File: src/rtl/dt_pkg.sv
package dt_pkg;
    localparam int CNT_W    = 16;
    localparam int PRE_W    = 8;
    localparam int CTRL_W   = 8;
    localparam int EN_BIT   = 7;
    localparam int MODE_BIT = 6;
    localparam int PS_LSB   = 2;

    typedef struct packed {
        logic [CNT_W-1:0]  value;
        logic [CNT_W-1:0]  load;
        logic [CTRL_W-1:0] ctrl;
        logic [PRE_W-1:0]  pre;
        logic              irq;
    } chan_t;

    typedef enum logic [1:0] {
        RK_NONE,
        RK_LOAD,
        RK_VALUE,
        RK_CTRL
    } rd_kind_e;
endpackage

File: src/rtl/dt_regdec.sv
module dt_regdec
    import dt_pkg::*;
#(
    parameter int ADDR_W = 6,
    parameter int NCH    = 2
) (
    input  logic              valid,
    input  logic              write,
    input  logic [ADDR_W-1:0] addr,
    output logic [NCH-1:0]    wr_load,
    output logic [NCH-1:0]    wr_ctrl,
    output logic [NCH-1:0]    wr_clr,
    output rd_kind_e          rd_kind,
    output logic [$clog2(NCH)-1:0] rd_ch,
    output logic              nodecode
);
    localparam int CH_W = $clog2(NCH);

    logic       fmt_ok;
    logic [1:0] reg_sel;

    always_comb begin
        rd_ch    = addr[ADDR_W-1 -: CH_W];
        reg_sel  = addr[3:2];
        fmt_ok   = !addr[4] && (addr[1:0] == 2'b00);
        nodecode = valid && (!fmt_ok
                             || ( write && reg_sel == 2'd1)
                             || (!write && reg_sel == 2'd3));
        rd_kind  = RK_NONE;
        if (valid && !write && fmt_ok) begin
            unique case (reg_sel)
                2'd0:    rd_kind = RK_LOAD;
                2'd1:    rd_kind = RK_VALUE;
                2'd2:    rd_kind = RK_CTRL;
                default: rd_kind = RK_NONE;
            endcase
        end
    end

    for (genvar g = 0; g < NCH; g++) begin : g_wr
        logic hit;
        assign hit        = valid && write && fmt_ok && (rd_ch == CH_W'(g));
        assign wr_load[g] = hit && reg_sel == 2'd0;
        assign wr_ctrl[g] = hit && reg_sel == 2'd2;
        assign wr_clr[g]  = hit && reg_sel == 2'd3;
    end
endmodule

File: src/rtl/dt_channel.sv
module dt_channel
    import dt_pkg::*;
#(
    parameter int DATA_W = 32
) (
    input  logic              clk,
    input  logic              rst_n,
    input  logic              tick,
    input  logic              wr_load,
    input  logic              wr_ctrl,
    input  logic              wr_clr,
    input  logic [DATA_W-1:0] wdata,
    output logic [CNT_W-1:0]  load_o,
    output logic [CNT_W-1:0]  value_o,
    output logic [CTRL_W-1:0] ctrl_o,
    output logic              irq_o,
    output logic              expire_o
);
    chan_t             st_q, st_d;
    logic [PRE_W-1:0]  mask;
    logic              en, step, expire;
    logic              unused_hi;

    assign unused_hi = ^wdata[DATA_W-1:CNT_W];

    always_comb begin
        unique case (st_q.ctrl[PS_LSB +: 2])
            2'b00:   mask = '0;
            2'b01:   mask = PRE_W'(15);
            default: mask = '1;
        endcase
        en     = st_q.ctrl[EN_BIT];
        step   = en && tick && ((st_q.pre & mask) == mask);
        expire = step && (st_q.value == '0);

        st_d = st_q;
        if (en && tick)
            st_d.pre = st_q.pre + 1'b1;
        if (wr_ctrl) begin
            st_d.ctrl = wdata[CTRL_W-1:0];
            if (wdata[EN_BIT] && !en)
                st_d.pre = '0;
        end
        if (wr_load) begin
            st_d.load  = wdata[CNT_W-1:0];
            st_d.value = wdata[CNT_W-1:0];
            st_d.pre   = '0;
        end else if (step) begin
            if (expire)
                st_d.value = st_q.ctrl[MODE_BIT] ? st_q.load : '1;
            else
                st_d.value = st_q.value - 1'b1;
        end
        if (expire)
            st_d.irq = 1'b1;
        else if (wr_clr)
            st_d.irq = 1'b0;
    end

    always_ff @(posedge clk or negedge rst_n) begin
        if (!rst_n)
            st_q <= '0;
        else
            st_q <= st_d;
    end

    assign load_o   = st_q.load;
    assign value_o  = st_q.value;
    assign ctrl_o   = st_q.ctrl;
    assign irq_o    = st_q.irq;
    assign expire_o = expire;
endmodule

File: src/rtl/dual_dtimer.sv
module dual_dtimer
    import dt_pkg::*;
#(
    parameter int DATA_W = 32,
    parameter int ADDR_W = 6
) (
    input  logic              clk,
    input  logic              rst_n,
    input  logic              tick,
    input  logic              req_valid,
    input  logic              req_write,
    input  logic [ADDR_W-1:0] req_addr,
    input  logic [DATA_W-1:0] req_wdata,
    output logic [DATA_W-1:0] rsp_rdata,
    output logic              rsp_nodecode,
    output logic [1:0]        irq
);
    localparam int NCH  = 2;
    localparam int CH_W = $clog2(NCH);

    logic [NCH-1:0]             wr_load, wr_ctrl, wr_clr, expire_w;
    logic [NCH-1:0][CNT_W-1:0]  load_w, value_w;
    logic [NCH-1:0][CTRL_W-1:0] ctrl_w;
    rd_kind_e                   rd_kind;
    logic [CH_W-1:0]            rd_ch;

    dt_regdec #(.ADDR_W(ADDR_W), .NCH(NCH)) u_dec (
        .valid    (req_valid),
        .write    (req_write),
        .addr     (req_addr),
        .wr_load  (wr_load),
        .wr_ctrl  (wr_ctrl),
        .wr_clr   (wr_clr),
        .rd_kind  (rd_kind),
        .rd_ch    (rd_ch),
        .nodecode (rsp_nodecode)
    );

    for (genvar g = 0; g < NCH; g++) begin : g_ch
        dt_channel #(.DATA_W(DATA_W)) u_ch (
            .clk      (clk),
            .rst_n    (rst_n),
            .tick     (tick),
            .wr_load  (wr_load[g]),
            .wr_ctrl  (wr_ctrl[g]),
            .wr_clr   (wr_clr[g]),
            .wdata    (req_wdata),
            .load_o   (load_w[g]),
            .value_o  (value_w[g]),
            .ctrl_o   (ctrl_w[g]),
            .irq_o    (irq[g]),
            .expire_o (expire_w[g])
        );
    end

    always_comb begin
        unique case (rd_kind)
            RK_LOAD:  rsp_rdata = DATA_W'(load_w[rd_ch]);
            RK_VALUE: rsp_rdata = DATA_W'(value_w[rd_ch]);
            RK_CTRL:  rsp_rdata = DATA_W'(ctrl_w[rd_ch]);
            default:  rsp_rdata = '0;
        endcase
    end
endmodule

File: config.mk
export PLATFORM = sky130hd
export DESIGN_NAME = dual_dtimer
export DESIGN_NICKNAME = d
export VERILOG_FILES = /design/src/rtl/dt_pkg.sv /design/src/rtl/dt_regdec.sv /design/src/rtl/dt_channel.sv /design/src/rtl/dual_dtimer.sv
export SDC_FILE = /design/constraint.sdc
export NUM_CORES = 1
export LEC_CHECK = 0
export BUFFER_PORTS_ARGS = -buffer_cell sky130_fd_sc_hd__buf_2
export CORE_MARGIN = 2
export CORE_UTILIZATION = 34
export DETAILED_ROUTE_END_ITERATION = 10
export PLACE_DENSITY = 0.49
export SLEW_MARGIN = 20
export SYNTH_ARGS = -nofsm -noshare
export SYNTH_HDL_FRONTEND = slang
export SYNTH_SLANG_ARGS = --single-unit
File: constraint.sdc
create_clock -name clk -period 4.21 [get_ports clk]
set_clock_uncertainty 0.1 [all_clocks]
set_input_delay 0 -clock clk [delete_from_list [all_inputs] [get_ports clk]]
set_output_delay 0 -clock clk [all_outputs]
set_load 0.01 [all_outputs]
==> metrics.csv <==
stage;metric;value;unit
die;ioPinCount;78;
synthesis;synth_area_leaders;dfrtp_1 41%, mux2_2 5.8%, nand2_1 5.7%, mux2i_1 4.7%, nor2_1 2.6%;
clock_tree;post_cts_resize_count;0;
setup_path;worst_path_dominant_cell_family;simple AND/OR/NAND/NOR gates;
timing;finalHoldViolCount;0;
worst_hold_path;min_path_type;in -> reg;
cells_and_area;fill_cells;1721;
setup_path;cp.arrival;3100;ps
clock_tree;path_clk_slew;70;ps
setup_path;path_buf_inv;0;
global_route;grt_max_degree;66;
die;core_region_area;0.01730;mm2
timing;finalCriticalPeriod;2968;ps
global_route;track_usage;19.85;%
synthesis;synth_top_area_cell;dfrtp_1;
clock_tree;cts_sinks;98;
clock_tree;cts_buffer_depth;2;
place;place_congestion;0.8289;
routing;first_pass_iters;8;
timing;fmax;336.9;MHz
clock_tree;post_cts_buffers;0;
place;dp.final_hpwl;12.41;mm
synthesis;synth_edf_count;0;
cells_and_area;final_common_cell;dfrtp_1;
cells_and_area;syn_to_final_growth;13.59;%
setup_path;cp_cell_sequence;nor4_2, nand4_1, or3_1, o211ai_1, a21oi_1;
routing;antenna_left;0;
pwr;peakVddDrop;220.6;uV
global_route;antenna_found_initial;0;
cells_and_area;seq_area;0.002452;mm2
synthesis;avgSynthCellArea;9.485;um2
routing;remaining_drc_errors;0;
synthesis;synthArstFlopShare;100.0;%
synthesis;ys_seq_area_share;40.71;%
setup_path;slowest_delay;870;ps
clock_tree;clk_latency;350;ps
timing;whs;54.91;ps
global_route;grt_overflow;0;
clock_tree;root_buffer;clkbuf_16;
synthesis;yosysUniqueCellTypes;63;
global_route;grt_pass1_wl;28.27;mm
routing;avgViaCountPerCell;5.683;
routing;routed_wl;17.69;mm
clock_tree;cts_buffers;9;
timing;tns;0;ps
die;die_area;0.01880;mm2
run_status;status;completed;
synthesis;yosys.area.top_type_share;40.71;%
synthesis;synth_area;0.006023;mm2
timing;worstMarginPinSlew;1071;ps
cells_and_area;multi_input_area;0.003297;mm2
routing;post_drt_wl_per_cell;19.52;um
setup_path;critPathLaunchType;register;
clock_tree;hold_buffers;18;
cells_and_area;post-route-util;39.55;%
routing;drt_iter0_drc;445;
setup_path;critical-path-slowest-cell;nand4_1;
cells_and_area;fin_nets;729;
timing;slew_headroom;28.46;%
timing;post-route-period-util;70.50;%
cells_and_area;drive_above_1_share;16.45;%
synthesis;ys_warn_count;0;
synthesis;ys.flop_type;dfrtp_1;
die;die_y;137.1;um
die;initial_core_util;34.82;%
cells_and_area;final_cell_mix;98 x dfrtp_1, 92 x nand2_1, 44 x buf_2;
pwr;p_per_area;512.2;mW/mm2
timing;rsz0062_at_grt;false;
clock_tree;htreeDepth;3;
global_route;grt_pass1_vias;5068;
die;die_w;137.1;um
setup_path;cp_max_fo;20;
pwr;leakage;0.003106;uW
timing;final_max_slew_viol_count;0;
die;rows;48;
place;portBuffers;45;
setup_path;cp-end-kind;register;
timing;setup_viol;0;
synthesis;synth-seq-cells;98;
flow_run;drv_cap;0;
setup_path;path_class;reg -> reg;
routing;routed-via-count;5149;
clock_tree;cts_tree;done;
synthesis;synthCells;635;
cells_and_area;n_antenna_cell;0;
setup_path;cp.required;4340;ps
-- worst reg2reg max path, cell delays in order, from the launching register on --
cell      delay [ps]
dfrtp_1          440
nor4_2           640
nand4_1          870
or3_1            620
o211ai_1         100
a21oi_1           90
-- cell usage after synthesis, types with 6 or more instances --
master and n:
mux2_2 31, xnor2_1 15, o21ai_0 13, o311ai_1 7, nand4_1 14, nand2b_1 6, o31ai_1 6, nor2_1 42
a222oi_1 12, a22o_1 8, a22oi_1 7, a21oi_1 26, nand3_1 10, inv_1 12, a31o_1 7, mux2i_1 28
clkbuf_1 24, xor2_1 17, nand3b_1 8, nor3b_1 6, o22ai_1 9, o21ai_1 7, buf_4 18, nand2_1 92
a21boi_0 6, ha_1 10, nor3_1 15, dfrtp_1 98, buf_2 11
-- report_power, final --
part           internal (uW)  switching (uW)
combinational            535             604
sequential              1140             367
clock                    490             366
total                   2170            1340
-- cells by family after synthesis --
kind of cell / after synthesis / synth area share (%)
simple gates: 237 / 20.75
compound gates: 130 / 15.39
flops: 98 / 40.71
buf+inv: 67 / 5.526
mux: 60 / 10.82
xor+xnor: 32 / 4.653
fa+ha+maj: 10 / 2.077
other cells: 1 / 0.06226
-- worst paths after layout --
| check | end | cells past startpoint | startpoint | slack [ps] |
|---|---|---|---|---|
| worst min register to register | g_ch[0].u_ch.irq_o | 2 | g_ch[0].u_ch.irq_o | 380 |
| worst min-delay path | g_ch[0].u_ch.irq_o | 5 | req_addr[3] | 50 |
| max in group asynchronous | g_ch[0].u_ch.value_o[7] | 3 | rst_n | 2780 |
| min in group asynchronous | g_ch[0].u_ch.st_q[3] | 2 | rst_n | 200 |
| worst max register to register | g_ch[1].u_ch.value_o[8] | 5 | g_ch[1].u_ch.value_o[9] | 1240 |
| worst max-delay path | g_ch[1].u_ch.value_o[8] | 5 | g_ch[1].u_ch.value_o[9] | 1240 |
-- per-layer routing --
metal | track usage [%] | up-vias | routed length (um)
li1 | - | 2398 | -
met1 | 27.08 | 2580 | 8101
met2 | 31.62 | 143 | 8425
met3 | 3.148 | 28 | 750
met4 | 7.617 | 0 | 410
met5 | 0 | - | 0
-- final cells by class --
cell class                      count  area share (%)
Multi-Input combinational cell    485           48.19
Sequential cell                    98           35.84
Timing Repair Buffer               70           6.730
Tap cell                          225           4.115
Clock buffer                       11           3.694
Clock inverter                      5          0.7681
Inverter                           12          0.6584
-- registers in the layout, indices dropped and copies added, names as in the netlist --
register           flops
g_ch.u_ch.load_o      32
g_ch.u_ch.value_o     32
g_ch.u_ch.ctrl_o      16
g_ch.u_ch.st_q        16
g_ch.u_ch.irq_o        2
-- per-stage QoR --
| stage | setup WS (ps) | std cells | total power, uW | cell area, um2 |
|---|---|---|---|---|
| finish | 1242 | 906 | 3504 | 6842 |
| global route | 1005 | 906 | 3755 | 6842 |
| global placement | 1268 | 872 | 2617 | 6354 |
| floorplan | 1991 | 650 | 2317 | 6080 |
| detailed placement | 1264 | 872 | 2644 | 6354 |
| CTS | 1244 | 906 | 3528 | 6839 |
Power figures use the tool's default switching activity.
